`config.mk`:
```
export PLATFORM = sky130hd
export DESIGN_NAME = wsmac_chain
export DESIGN_NICKNAME = d
export VERILOG_FILES = /design/src/rtl/wsmac_pkg.sv /design/src/rtl/wsmac_pe.sv /design/src/rtl/wsmac_loader.sv /design/src/rtl/wsmac_chain.sv
export SDC_FILE = /design/constraint.sdc
export NUM_CORES = 1
export LEC_CHECK = 0
export ABC_AREA = 1
export BUFFER_PORTS_ARGS = -buffer_cell sky130_fd_sc_hd__buf_2
export CELL_PAD_IN_SITES_DETAIL_PLACEMENT = 1
export CELL_PAD_IN_SITES_GLOBAL_PLACEMENT = 2
export CORE_UTILIZATION = 41
export CTS_CLUSTER_DIAMETER = 50
export DETAILED_ROUTE_END_ITERATION = 6
export HOLD_SLACK_MARGIN = 0.15
export PLACE_DENSITY = 0.89
export SYNTH_ARGS = -nofsm -noshare
export SYNTH_HDL_FRONTEND = slang
export SYNTH_HIERARCHICAL = 1
export SYNTH_SLANG_ARGS = --single-unit
export TNS_END_PERCENT = 50
```
`constraint.sdc`:
```
create_clock -name clk -period 6.5 [get_ports clk]
set_input_delay 0.65 -clock clk [delete_from_list [all_inputs] [get_ports clk]]
set_output_delay 0.65 -clock clk [all_outputs]
set_load 0.01 [all_outputs]
```
`src/rtl/wsmac_pkg.sv`:
```
package wsmac_pkg;

   // index width that never collapses to zero bits
   function automatic int idx_width(input int count);
      return (count <= 2) ? 1 : $clog2(count);
   endfunction

endpackage

```
`src/rtl/wsmac_pe.sv`:
```
module wsmac_pe #(
   parameter int DW    = 8,
   parameter int ACC_W = 24
) (
   input  logic                    clk,
   input  logic                    rst_n,
   input  logic                    w_we,
   input  logic signed [DW-1:0]    w_in,
   input  logic                    step,
   input  logic signed [DW-1:0]    x_in,
   input  logic signed [ACC_W-1:0] ps_in,
   output logic signed [ACC_W-1:0] ps_out
);
   localparam int PW = 2 * DW;

   logic signed [DW-1:0]    w_q;
   logic signed [PW-1:0]    prod;
   logic signed [ACC_W-1:0] prod_ext;
   logic signed [ACC_W-1:0] ps_q;

   always_ff @(posedge clk or negedge rst_n) begin
      if (!rst_n)    w_q <= '0;
      else if (w_we) w_q <= w_in;
   end

   always_comb begin
      prod     = w_q * x_in;
      prod_ext = ACC_W'(prod);
   end

   always_ff @(posedge clk or negedge rst_n) begin
      if (!rst_n)    ps_q <= '0;
      else if (step) ps_q <= ps_in + prod_ext;
   end

   assign ps_out = ps_q;


   psum_hold_chk: assert property (@(posedge clk) disable iff (!rst_n)
      !step |=> $stable(ps_out));

endmodule

```
`src/rtl/wsmac_loader.sv`:
```
module wsmac_loader #(
   parameter int NUM_PE = 4,
   localparam int IW    = wsmac_pkg::idx_width(NUM_PE)
) (
   input  logic          clk,
   input  logic          rst_n,
   input  logic          wl_valid,
   input  logic          busy,
   output logic          load_ok,
   output logic [IW-1:0] idx,
   output logic          load_err
);
   localparam logic [IW-1:0] LAST_IDX = IW'(NUM_PE - 1);

   assign load_ok = wl_valid && !busy;

   always_ff @(posedge clk or negedge rst_n) begin
      if (!rst_n)       idx <= '0;
      else if (load_ok) idx <= (idx == LAST_IDX) ? '0 : idx + 1'b1;
   end

   always_ff @(posedge clk or negedge rst_n) begin
      if (!rst_n)                load_err <= 1'b0;
      else if (wl_valid && busy) load_err <= 1'b1;
   end


   idx_range_chk: assert property (@(posedge clk) disable iff (!rst_n)
      idx <= LAST_IDX);

   err_set_chk: assert property (@(posedge clk) disable iff (!rst_n)
      wl_valid && busy |=> load_err);

   err_sticky_chk: assert property (@(posedge clk) disable iff (!rst_n)
      load_err |=> load_err);

endmodule

```
`src/rtl/wsmac_chain.sv`:
```
module wsmac_chain #(
   parameter int NUM_PE = 4,
   parameter int DW     = 8,
   parameter int ACC_W  = 24
) (
   input  logic                    clk,
   input  logic                    rst_n,
   input  logic                    wl_valid,
   input  logic signed [DW-1:0]    wl_data,
   input  logic                    in_valid,
   output logic                    in_ready,
   input  logic signed [DW-1:0]    in_data,
   output logic                    out_valid,
   input  logic                    out_ready,
   output logic signed [ACC_W-1:0] out_data,
   output logic                    load_err
);
   localparam int IW    = wsmac_pkg::idx_width(NUM_PE);
   localparam int PRIME = 2 * NUM_PE - 2;
   localparam int CW    = wsmac_pkg::idx_width(PRIME + 1);
   localparam int XD    = (NUM_PE > 1) ? PRIME : 1;
   localparam logic [CW-1:0] PRIME_C = CW'(PRIME);

   if (NUM_PE < 1)      $error("NUM_PE must be at least 1");
   if (DW < 2)          $error("DW must be at least 2");
   if (ACC_W < 2 * DW)  $error("ACC_W must hold a full product");

   logic          step, busy, load_ok;
   logic [IW-1:0] idx;
   logic [CW-1:0] cnt;

   assign in_ready = !out_valid || out_ready;
   assign step     = in_valid && in_ready;
   assign busy     = in_valid || out_valid;

   wsmac_loader #(.NUM_PE(NUM_PE)) loader_i (
      .clk      (clk),
      .rst_n    (rst_n),
      .wl_valid (wl_valid),
      .busy     (busy),
      .load_ok  (load_ok),
      .idx      (idx),
      .load_err (load_err)
   );

   // sample delay line: two registers per element after the first
   logic signed [DW-1:0] xd [XD];

   if (NUM_PE > 1) begin : g_xline
      always_ff @(posedge clk or negedge rst_n) begin
         if (!rst_n) begin
            for (int i = 0; i < XD; i++) xd[i] <= '0;
         end else if (step) begin
            xd[0] <= in_data;
            for (int i = 1; i < XD; i++) xd[i] <= xd[i-1];
         end
      end
   end else begin : g_noline
      assign xd[0] = '0;
   end

   logic signed [ACC_W-1:0] ps [NUM_PE];

   for (genvar k = 0; k < NUM_PE; k++) begin : g_pe
      logic signed [DW-1:0]    x_k;
      logic signed [ACC_W-1:0] ps_k;
      if (k == 0) begin : g_head
         assign x_k  = in_data;
         assign ps_k = '0;
      end else begin : g_body
         assign x_k  = xd[2*k-1];
         assign ps_k = ps[k-1];
      end
      wsmac_pe #(.DW(DW), .ACC_W(ACC_W)) pe_i (
         .clk    (clk),
         .rst_n  (rst_n),
         .w_we   (load_ok && (idx == IW'(k))),
         .w_in   (wl_data),
         .step   (step),
         .x_in   (x_k),
         .ps_in  (ps_k),
         .ps_out (ps[k])
      );
   end

   assign out_data = ps[NUM_PE-1];

   always_ff @(posedge clk or negedge rst_n) begin
      if (!rst_n) begin
         cnt       <= '0;
         out_valid <= 1'b0;
      end else if (load_ok) begin
         cnt <= '0;
      end else if (step) begin
         out_valid <= (cnt == PRIME_C);
         if (cnt != PRIME_C) cnt <= cnt + 1'b1;
      end else if (out_ready) begin
         out_valid <= 1'b0;
      end
   end


   stall_hold_chk: assert property (@(posedge clk) disable iff (!rst_n)
      out_valid && !out_ready |=> out_valid && $stable(out_data));

   drain_chk: assert property (@(posedge clk) disable iff (!rst_n)
      out_valid && out_ready && !in_valid |=> !out_valid);

   rise_chk: assert property (@(posedge clk) disable iff (!rst_n)
      $rose(out_valid) |-> $past(in_valid && in_ready));

   load_quiet_chk: assert property (@(posedge clk) disable iff (!rst_n)
      load_ok |=> !out_valid);

endmodule

```
==> flow_summary.json <==
{
  "status": "completed",
  "dieArea_um2": 62500,
  "port_buffers": 47,
  "final_common_cell": "nand2_1",
  "core_um2": 60600,
  "layout_setup_ws_ns": 1.17,
  "met2WireLength_mm": 33.8,
  "ant_nets": 0,
  "crit_path_max_fanout": 16,
  "ios": 48,
  "ff2ff_path_depth": 18,
  "grt_first_pass_wirelength_mm": 109,
  "synth_area_um2": 25200,
  "nNetsFinal": 3675,
  "rows": 90,
  "yosysTopAreaCellShare_pct": 33.0,
  "totalWireLength_mm": 63.3,
  "dp_hpwl_mm": 53.7,
  "synth-edff-count": 0,
  "fin_crit_ns": 5.33,
  "mostFrequentLayoutCells": "845 x nand2_1, 630 x inv_1, 416 x fa_1",
  "rsz0062_at_grt": "no",
  "pre_cts_slack_ns": 0.926,
  "wl_per_cell_um": 16.6,
  "drive_gt1_share_pct": 6.66,
  "cts-root-buf": "clkbuf_16",
  "grt_pass1_vias": 21600,
  "timing.rr.end": "g_pe[2].pe_i/ps_out[18]",
  "hold_viol_final": 0,
  "reg2reg_slack_ns": 1.17,
  "cts_post_setup_buffers_inserted": 0,
  "wl_met3_mm": 1.10,
  "synth_largest_area_cell": "fa_1",
  "synth.area.top_cells": "fa_1 33%, dfrtp_1 18%, nand2_1 13%",
  "synth_ff_type": "dfrtp_1",
  "setup_viol": 0,
  "syn_avg_cell_area_um2": 8.38,
  "clock-sinks": 183,
  "antenna_found_initial": 0,
  "slew_headroom_pct": 20.5,
  "worst_pin_slew_ns": 1.18,
  "cp_data_required_time_ns": 6.87,
  "h-tree-depth": 4,
  "cp-start-kind": "flop",
  "place_congestion": 0.850,
  "ys_seq_area_share_pct": 18.2,
  "crit_type": "flop to flop",
  "first_pass_iters": 5,
  "skew_ns": 0.0210,
  "grt_use_total_pct": 21.7,
  "ctsResizeCount": 0,
  "final_max_slew_viol_count": 0,
  "final.period_utilization_pct": 82.0,
  "clk_latency_ns": 0.49,
  "syn-instance-count": 3010,
  "grt_max_degree": 113,
  "cts_tree": "built",
  "max_cap_viol_count": 0,
  "clkTransAtPathRegs_ns": 0.09,
  "grt_overflow_total": 0,
  "maxUsedRoutingLayer": "met4",
  "synthToLayoutAreaGrowth_pct": 6.23,
  "start_util_pct": 41.6,
  "cp-end-kind": "flop",
  "vias": 18900,
  "drc_errors": 0,
  "die_w_um": 250,
  "synthArstFlopShare_pct": 100,
  "die_h_um": 250,
  "drt_iter0_drc": 640,
  "reg2reg_from": "g_pe[2].x_k[0]",
  "wl_met1_mm": 26.5,
  "cts_buffer_depth": 2,
  "avgViaCountPerCell": 4.96,
  "holdCritPathClass": "input pin to asynchronous set/reset pin",
  "max_freq_mhz": 188,
  "synth_cell_types": 41,
  "yosys_warnings": 6,
  "tns_ns": 0,
  "ys_seq_elements": 183,
  "numCtsBuffers": 17,
  "antennaDiodeCount": 0,
  "cts_hold_buf": 0,
  "cp.arrival_ns": 5.70
}
[flip-flops by register name (all words and copies together), names as in the netlist]
signal	cells
g_pe.pe_i/ps_out	96
g_pe.pe_i/w_q	32
xd	24
g_pe.x_k	24
cnt	3
loader_i/idx	2
loader_i/load_err	1
out_valid	1
[cell usage after synthesis, types with 10 or more instances]
library cell and n:
nand2_1 845, inv_1 630, fa_1 416, ha_1 219, dfrtp_1 183, nand3_1 119
nor2_1 103, o21ai_0 84, clkbuf_1 75, a21oi_1 65, xnor2_1 30, mux2_2 28
nand2_2 27, nand3b_1 22, nand4_1 18, nor2_2 16, inv_2 12, o21ai_1 12
nor3_1 11, a31oi_1 10, clkinv_1 10
[per-layer routing]
metal | up-vias | GRT usage (%)
li1 | 9002 | -
met1 | 9637 | 25.4
met4 | 0 | 7.33
met3 | 93 | 2.40
met2 | 168 | 41.0
met5 | - | 0
[worst max-delay path: stages (launching register included)]
cell and delay [ns]:
dfrtp_1 0.58, nand2_1 0.17, inv_1 0.71, fa_1 0.56, inv_1 0.09, fa_1 0.46, fa_1 0.59, inv_1 0.07
fa_1 0.43, ha_1 0.29, ha_1 0.37, nand2_1 0.14, inv_1 0.05, nand2_1 0.12, inv_1 0.08, a21oi_1 0.19
nand3b_1 0.10, nand3_1 0.16, nand2_1 0.07
[worst max-delay path by stage]
stage | from | cells past startpoint | slack [ns] | end
floorplan | in_data[2] | 21 | 1.47 | g_pe[0].pe_i/ps_out[23]
global placement | in_data[2] | 21 | 1.10 | g_pe[0].pe_i/ps_out[23]
detailed placement | in_data[2] | 20 | 0.93 | g_pe[0].pe_i/ps_out[22]
CTS | g_pe[2].x_k[0] | 18 | 1.11 | g_pe[2].pe_i/ps_out[20]
global route | g_pe[2].x_k[0] | 15 | 0.73 | g_pe[2].pe_i/ps_out[17]
finish | g_pe[2].x_k[0] | 18 | 1.17 | g_pe[2].pe_i/ps_out[18]
[logic make-up (layout without fill, tap and decap cells)]
| group | Yosys count | after routing | synth area share [%] |
|---|---|---|---|
| AOI/OAI and AO/OA | 191 | 191 | 4.11 |
| muxes | 28 | 28 | 1.25 |
| other | 1 | 26 | 0.0149 |
| DFF | 183 | 183 | 18.2 |
| xor gates and xnor gates | 37 | 37 | 1.28 |
| and+or+nand+nor | 1192 | 1192 | 20.0 |
| adders and majority gates | 635 | 635 | 43.9 |
| buffers and inverters | 743 | 740 | 11.3 |
[through the flow]
stage | util (%) | area (um2) | std cells | hold WS (ns)
after floorplan | - | 25300 | 3035 | 0.354
after global placement | 43.2 | 26200 | 3782 | 0.451
after detailed placement | 43.2 | 26200 | 3782 | 0.456
after CTS | 44.2 | 26800 | 3814 | 0.313
after global routing | 44.2 | 26800 | 3814 | 0.317
final | 44.2 | 26800 | 3814 | 0.216
[final cells by class]
class / count / area [um2]
Clock inverter: 14 / 170
Inverter: 652 / 2450
Sequential cell: 183 / 4580
Multi-Input combinational cell: 2109 / 17900
Fill cell: 7287 / 33800
Timing Repair Buffer: 56 / 312
Tap cell: 782 / 978
Clock buffer: 18 / 429
Power is left out: the tool's default activity adds up to more than one toggle a clock period on the data nets, which glitch-free logic cannot reach.
